<file path="src/rtl/quad_dac_pkg.sv">
package quad_dac_pkg;
  localparam int unsigned N_CH_DEF   = 4;
  localparam int unsigned CODE_W_DEF = 8;
  localparam int unsigned LVL_W_DEF  = 16;
endpackage

</file>
<file path="src/rtl/qdl_sel_decode.sv">
module qdl_sel_decode #(
  parameter int unsigned N_CH   = 4,
  parameter int unsigned ADDR_W = 2
) (
  input  logic              wr_ni,
  input  logic [ADDR_W-1:0] addr_i,
  output logic [N_CH-1:0]   sel_o
);
  for (genvar g = 0; g < N_CH; g++) begin : g_sel
    assign sel_o[g] = !wr_ni && (addr_i == ADDR_W'(g));
  end

  // at most one latch open at any time
  always_comb p_sel_onehot_r1: assert ($onehot0(sel_o));
endmodule

</file>
<file path="src/rtl/qdl_channel.sv">
module qdl_channel #(
  parameter int unsigned CODE_W = 8,
  parameter int unsigned LVL_W  = 16,
  parameter int unsigned REF_MV = 10000
) (
  input  logic              clk_i,
  input  logic              rst_ni,
  input  logic              we_i,
  input  logic [CODE_W-1:0] data_i,
  output logic [CODE_W-1:0] code_o,
  output logic [LVL_W-1:0]  level_o
);
  localparam int unsigned PROD_W = CODE_W + LVL_W;

  logic [PROD_W-1:0] prod;

  always_ff @(posedge clk_i or negedge rst_ni) begin
    if (!rst_ni)   code_o <= '0;
    else if (we_i) code_o <= data_i;
  end

  assign prod    = PROD_W'(code_o) * PROD_W'(REF_MV);
  assign level_o = prod[CODE_W +: LVL_W];

  // full scale stays one step below the reference
  always_comb if (rst_ni) p_level_below_ref_r7: assert (32'(level_o) < REF_MV);
endmodule

</file>
<file path="src/rtl/qdl_timing_chk.sv">
module qdl_timing_chk #(
  parameter int unsigned CODE_W    = 8,
  parameter int unsigned SETUP_CYC = 5,
  parameter int unsigned PW_CYC    = 5
) (
  input  logic              clk_i,
  input  logic              rst_ni,
  input  logic              wr_ni,
  input  logic [CODE_W-1:0] data_i,
  output logic              setup_viol_o,
  output logic              width_viol_o
);
  localparam int unsigned LIM   = (SETUP_CYC > PW_CYC) ? SETUP_CYC : PW_CYC;
  localparam int unsigned CNT_W = $clog2(LIM + 1) + 1;
  localparam logic [CNT_W-1:0] CNT_MAX = '1;

  logic              wr_q;
  logic [CODE_W-1:0] data_q;
  logic [CNT_W-1:0]  low_cnt, stab_cnt;
  logic              rise;

  assign rise = wr_ni && !wr_q;

  always_ff @(posedge clk_i or negedge rst_ni) begin
    if (!rst_ni) begin
      wr_q         <= 1'b1;
      data_q       <= '0;
      low_cnt      <= '0;
      stab_cnt     <= '0;
      setup_viol_o <= 1'b0;
      width_viol_o <= 1'b0;
    end else begin
      wr_q   <= wr_ni;
      data_q <= data_i;
      if (wr_ni)                  low_cnt <= '0;
      else if (low_cnt != CNT_MAX) low_cnt <= low_cnt + 1'b1;
      if (data_i != data_q)        stab_cnt <= CNT_W'(1);
      else if (stab_cnt != CNT_MAX) stab_cnt <= stab_cnt + 1'b1;
      if (rise && (32'(stab_cnt) < SETUP_CYC)) setup_viol_o <= 1'b1;
      if (rise && (32'(low_cnt) < PW_CYC))     width_viol_o <= 1'b1;
    end
  end

  p_setup_sticky_r8: assert property (@(posedge clk_i) disable iff (!rst_ni)
    setup_viol_o |=> setup_viol_o);
  p_width_sticky_r9: assert property (@(posedge clk_i) disable iff (!rst_ni)
    width_viol_o |=> width_viol_o);
endmodule

</file>
<file path="src/rtl/quad_dac_latch.sv">
module quad_dac_latch #(
  parameter int unsigned N_CH      = quad_dac_pkg::N_CH_DEF,
  parameter int unsigned CODE_W    = quad_dac_pkg::CODE_W_DEF,
  parameter int unsigned LVL_W     = quad_dac_pkg::LVL_W_DEF,
  parameter int unsigned REF_MV    = 10000,
  parameter int unsigned SETUP_CYC = 5,
  parameter int unsigned PW_CYC    = 5,
  localparam int unsigned ADDR_W   = $clog2(N_CH)
) (
  input  logic                         clk_i,
  input  logic                         rst_ni,
  input  logic                         wr_ni,
  input  logic [ADDR_W-1:0]            addr_i,
  input  logic [CODE_W-1:0]            data_i,
  output logic [N_CH-1:0][CODE_W-1:0]  code_o,
  output logic [N_CH-1:0][LVL_W-1:0]   level_o,
  output logic                         setup_viol_o,
  output logic                         width_viol_o
);
  logic [N_CH-1:0] sel;

  qdl_sel_decode #(.N_CH(N_CH), .ADDR_W(ADDR_W)) u_dec (
    .wr_ni (wr_ni),
    .addr_i(addr_i),
    .sel_o (sel)
  );

  for (genvar g = 0; g < N_CH; g++) begin : g_ch
    qdl_channel #(.CODE_W(CODE_W), .LVL_W(LVL_W), .REF_MV(REF_MV)) u_ch (
      .clk_i  (clk_i),
      .rst_ni (rst_ni),
      .we_i   (sel[g]),
      .data_i (data_i),
      .code_o (code_o[g]),
      .level_o(level_o[g])
    );
  end

  qdl_timing_chk #(.CODE_W(CODE_W), .SETUP_CYC(SETUP_CYC), .PW_CYC(PW_CYC)) u_chk (
    .clk_i       (clk_i),
    .rst_ni      (rst_ni),
    .wr_ni       (wr_ni),
    .data_i      (data_i),
    .setup_viol_o(setup_viol_o),
    .width_viol_o(width_viol_o)
  );

  p_hold_high_r2: assert property (@(posedge clk_i) disable iff (!rst_ni)
    wr_ni |=> $stable(code_o));
  p_follow_low_r3: assert property (@(posedge clk_i) disable iff (!rst_ni)
    !wr_ni |=> code_o[$past(addr_i)] == $past(data_i));
endmodule

</file>
<file path="config.mk">
export PLATFORM = sky130hd
export DESIGN_NAME = quad_dac_latch
export DESIGN_NICKNAME = d
export VERILOG_FILES = /design/src/rtl/quad_dac_pkg.sv /design/src/rtl/qdl_sel_decode.sv /design/src/rtl/qdl_channel.sv /design/src/rtl/qdl_timing_chk.sv /design/src/rtl/quad_dac_latch.sv
export SDC_FILE = /design/constraint.sdc
export NUM_CORES = 1
export LEC_CHECK = 0
export ABC_AREA = 1
export BUFFER_PORTS_ARGS = -buffer_cell sky130_fd_sc_hd__clkbuf_2
export CORE_MARGIN = 10
export CORE_UTILIZATION = 64
export CTS_BUF_LIST = sky130_fd_sc_hd__clkbuf_4
export CTS_CLUSTER_DIAMETER = 100
export DETAILED_ROUTE_END_ITERATION = 8
export PLACE_DENSITY = 0.95
export SETUP_SLACK_MARGIN = 0.2
export SLEW_MARGIN = 15
export SYNTH_ARGS = -nofsm -noshare
export SYNTH_HDL_FRONTEND = slang
export SYNTH_HIERARCHICAL = 1
export SYNTH_SLANG_ARGS = --single-unit
export TNS_END_PERCENT = 5
</file>
<file path="constraint.sdc">
create_clock -name clk_i -period 8.85 [get_ports clk_i]
set_input_delay 1.3275 -clock clk_i [delete_from_list [all_inputs] [get_ports clk_i]]
set_output_delay 1.3275 -clock clk_i [all_outputs]
set_load 0.005 [all_outputs]
</file>
==> impl_metrics.json <==
{
  "maxCapViolCount": 0,
  "clock_path_buffers": 2,
  "cp.buffers_inverters": 3,
  "cpMaxStageDelayCell": "dfrtp_1",
  "outcome": "finished clean",
  "clk_latency_ps": 370,
  "numPortBuffers": 102,
  "cp_slowest_stage_delay_ps": 540,
  "drt-pass1-iter-count": 5,
  "cts_root_buf": "clkbuf_4",
  "crit_path_end_kind": "output port",
  "drc": 0,
  "syn_to_final_growth_pct": 9.86,
  "fp.dieH_um": 126,
  "grt_max_degree": 52,
  "gp_congestion": 0.946,
  "yosys_warnings": 6,
  "tritoncts": "done",
  "grt_setup_unrepaired": "false",
  "cts_hold_buf": 0,
  "antenna_left": 0,
  "fin_crit_ps": 5280,
  "grt_overflow": 0,
  "synth_seq_cells": 51,
  "crit_chain": "ha_1 > ha_1 > inv_1 > fa_1 > inv_1 > fa_1 > ha_1 > a21oi_1 > nor2_1 > nor2_2 > nand2_1 > nand2_1 > nand2_1 > clkbuf_2",
  "vias": 6090,
  "wire_per_inst_um": 15.1,
  "cts_sinks": 51,
  "io_pins": 111,
  "ys_seq_area_share_pct": 17.9,
  "critPathArrivalTime_ps": 3950,
  "clk_pin_slew_ps": 140,
  "final_cell_mix": "nand2_1 (210), inv_1 (173), ha_1 (160)",
  "dp_slack_ps": 4010,
  "critPathKind": "reg2out",
  "finalSetupViolCount": 0,
  "antenna_cells": 0,
  "fill_cells": 805,
  "grt_first_pass_wirelength_um": 28400,
  "hold_viol": 0,
  "die_w_um": 126,
  "syn_area_um2": 7150,
  "synth_cell_types": 31,
  "first_iter_violations": 344,
  "core_area_um2": 10900,
  "initial_core_util_pct": 65.6,
  "antenna_found_initial": 0,
  "cts_buffers": 5,
  "netlist_instances": 879,
  "avgViaCountPerCell": 5.43,
  "final_nets": 1202,
  "fin_tns_setup_ps": 0,
  "drt-total-wl_um": 17000,
  "die-area_um2": 15800,
  "track_usage_pct": 20.9,
  "slew_headroom_pct": 49.1,
  "final_common_cell": "nand2_1",
  "dp_hpwl_um": 14600,
  "tightest_slew_ps": 760,
  "htree_levels": 2,
  "cp_max_fo": 7,
  "max_freq_mhz": 190,
  "rows": 38,
  "slew_violations": 0,
  "period_share_pct": 59.6,
  "grt_pass1_vias": 6168,
  "syn_area_per_cell_um2": 8.13,
  "worst_ep_required_time_ps": 7520,
  "startpoint_type": "flip-flop",
  "cts_setup_buffers": 0,
  "setup_slack_ps": 3570,
  "crit_family": "adder cells",
  "holdCritPathClass": "reg2reg",
  "drive_above_1_share_pct": 17.0,
  "post_cts_resized": 0,
  "fin_skew_ps": 4.46
}
[synth_stat cells]
cell | instances | area share (%)
buf_2 | 4 | 0.28
nand2_2 | 6 | 0.53
a31o_1 | 1 | 0.12
buf_4 | 8 | 0.84
nand3_2 | 4 | 0.56
nand2_1 | 210 | 11
nand3_1 | 45 | 3.2
dfstp_2 | 1 | 0.37
o31ai_1 | 1 | 0.11
nor3_2 | 1 | 0.14
xor2_1 | 18 | 2.2
inv_2 | 1 | 0.052
nor3_1 | 4 | 0.28
o21bai_1 | 1 | 0.11
a21oi_1 | 23 | 1.6
mux2_2 | 20 | 3.2
dfrtp_1 | 50 | 18
inv_1 | 173 | 9.1
or2_2 | 8 | 0.70
conb_1 | 4 | 0.21
nand4_1 | 8 | 0.70
xnor2_1 | 9 | 1.1
fa_1 | 48 | 13
o21a_1 | 1 | 0.11
nor2_2 | 16 | 1.4
o21ai_1 | 2 | 0.14
ha_1 | 160 | 28
clkinv_1 | 1 | 0.052
nand3b_1 | 1 | 0.11
o21ai_0 | 15 | 1.1
nor2_1 | 35 | 1.8
[logic make-up (layout without fill, tap and decap cells)]
family | Yosys count | in the layout | synth area share, %
other | 4 | 8 | 0.210
multiplexers | 20 | 20 | 3.15
AND/OR/NAND/NOR | 338 | 338 | 20.4
flip-flops | 51 | 51 | 17.9
buffers and inverters | 187 | 286 | 10.3
XOR/XNOR | 27 | 27 | 3.31
AO/OA/AOI/OAI | 44 | 44 | 3.24
adder cells (fa/ha/maj) | 208 | 208 | 41.5
[flip-flops by register name, indices dropped and copies added, names as in the netlist]
register	cells
g_ch.u_ch/code_o	32
u_chk/data_q	8
u_chk/low_cnt	4
u_chk/stab_cnt	4
u_chk/setup_viol_o	1
u_chk/width_viol_o	1
u_chk/wr_q	1
[routing by layer]
layer	wire, µm	track usage, %	share of wire, %
met1	6990	24.7	41
met2	8470	37.5	50
met3	1130	4.49	6.7
met4	399	5.08	2.3
met5	0	0	0
[final timing paths]
| kind | endpoint | start | slack, ps | cells past startpoint |
|---|---|---|---|---|
| setup reg to reg | u_chk/low_cnt[0] | u_chk/low_cnt[0] | 7670 | 6 |
| hold / removal | u_chk/setup_viol_o | u_chk/setup_viol_o | 500 | 1 |
| min in group asynchronous | u_chk/width_viol_o | rst_ni | 1030 | 2 |
| max in group asynchronous | g_ch[3].u_ch/code_o[7] | rst_ni | 7400 | 2 |
| setup / recovery | level_o[9] | g_ch[0].u_ch/code_o[5] | 3570 | 14 |
| hold reg to reg | u_chk/setup_viol_o | u_chk/setup_viol_o | 500 | 1 |
[final cells by class]
type                    count  area (µm²)  share of cell area, %
multi-input cells         645        5150                   65.6
flip-flops and latches     51        1280                   16.3
inverters                 175         657                   8.37
repair buffers            103         518                   6.60
well taps                 140         175                   2.23
clock inverters             3        38.8                  0.494
clock buffers               5        37.5                  0.478
[worst reg2reg max path, delay by kind of cell (launching register included)]
kind            cells  cell delay (ps)
compound gates      2              170
buf+inv             1               80
simple gates        2              170
flops               1              440
fa+ha+maj           1              220
[metrics by stage]
stage	util (%)	hold WS, ps	cell area [µm²]	std cells
6_report	72.1	499	7850	1122
5_1_grt	72.1	525	7850	1122
4_1_cts	72.1	503	7850	1122
3_5_place_dp	71.4	462	7770	1114
3_3_place_gp	71.4	467	7770	1114
2_1_floorplan	-	463	7160	883
Power is not shown: default switching activity piles up to over one toggle a cycle in this logic, so the estimate is an artifact.
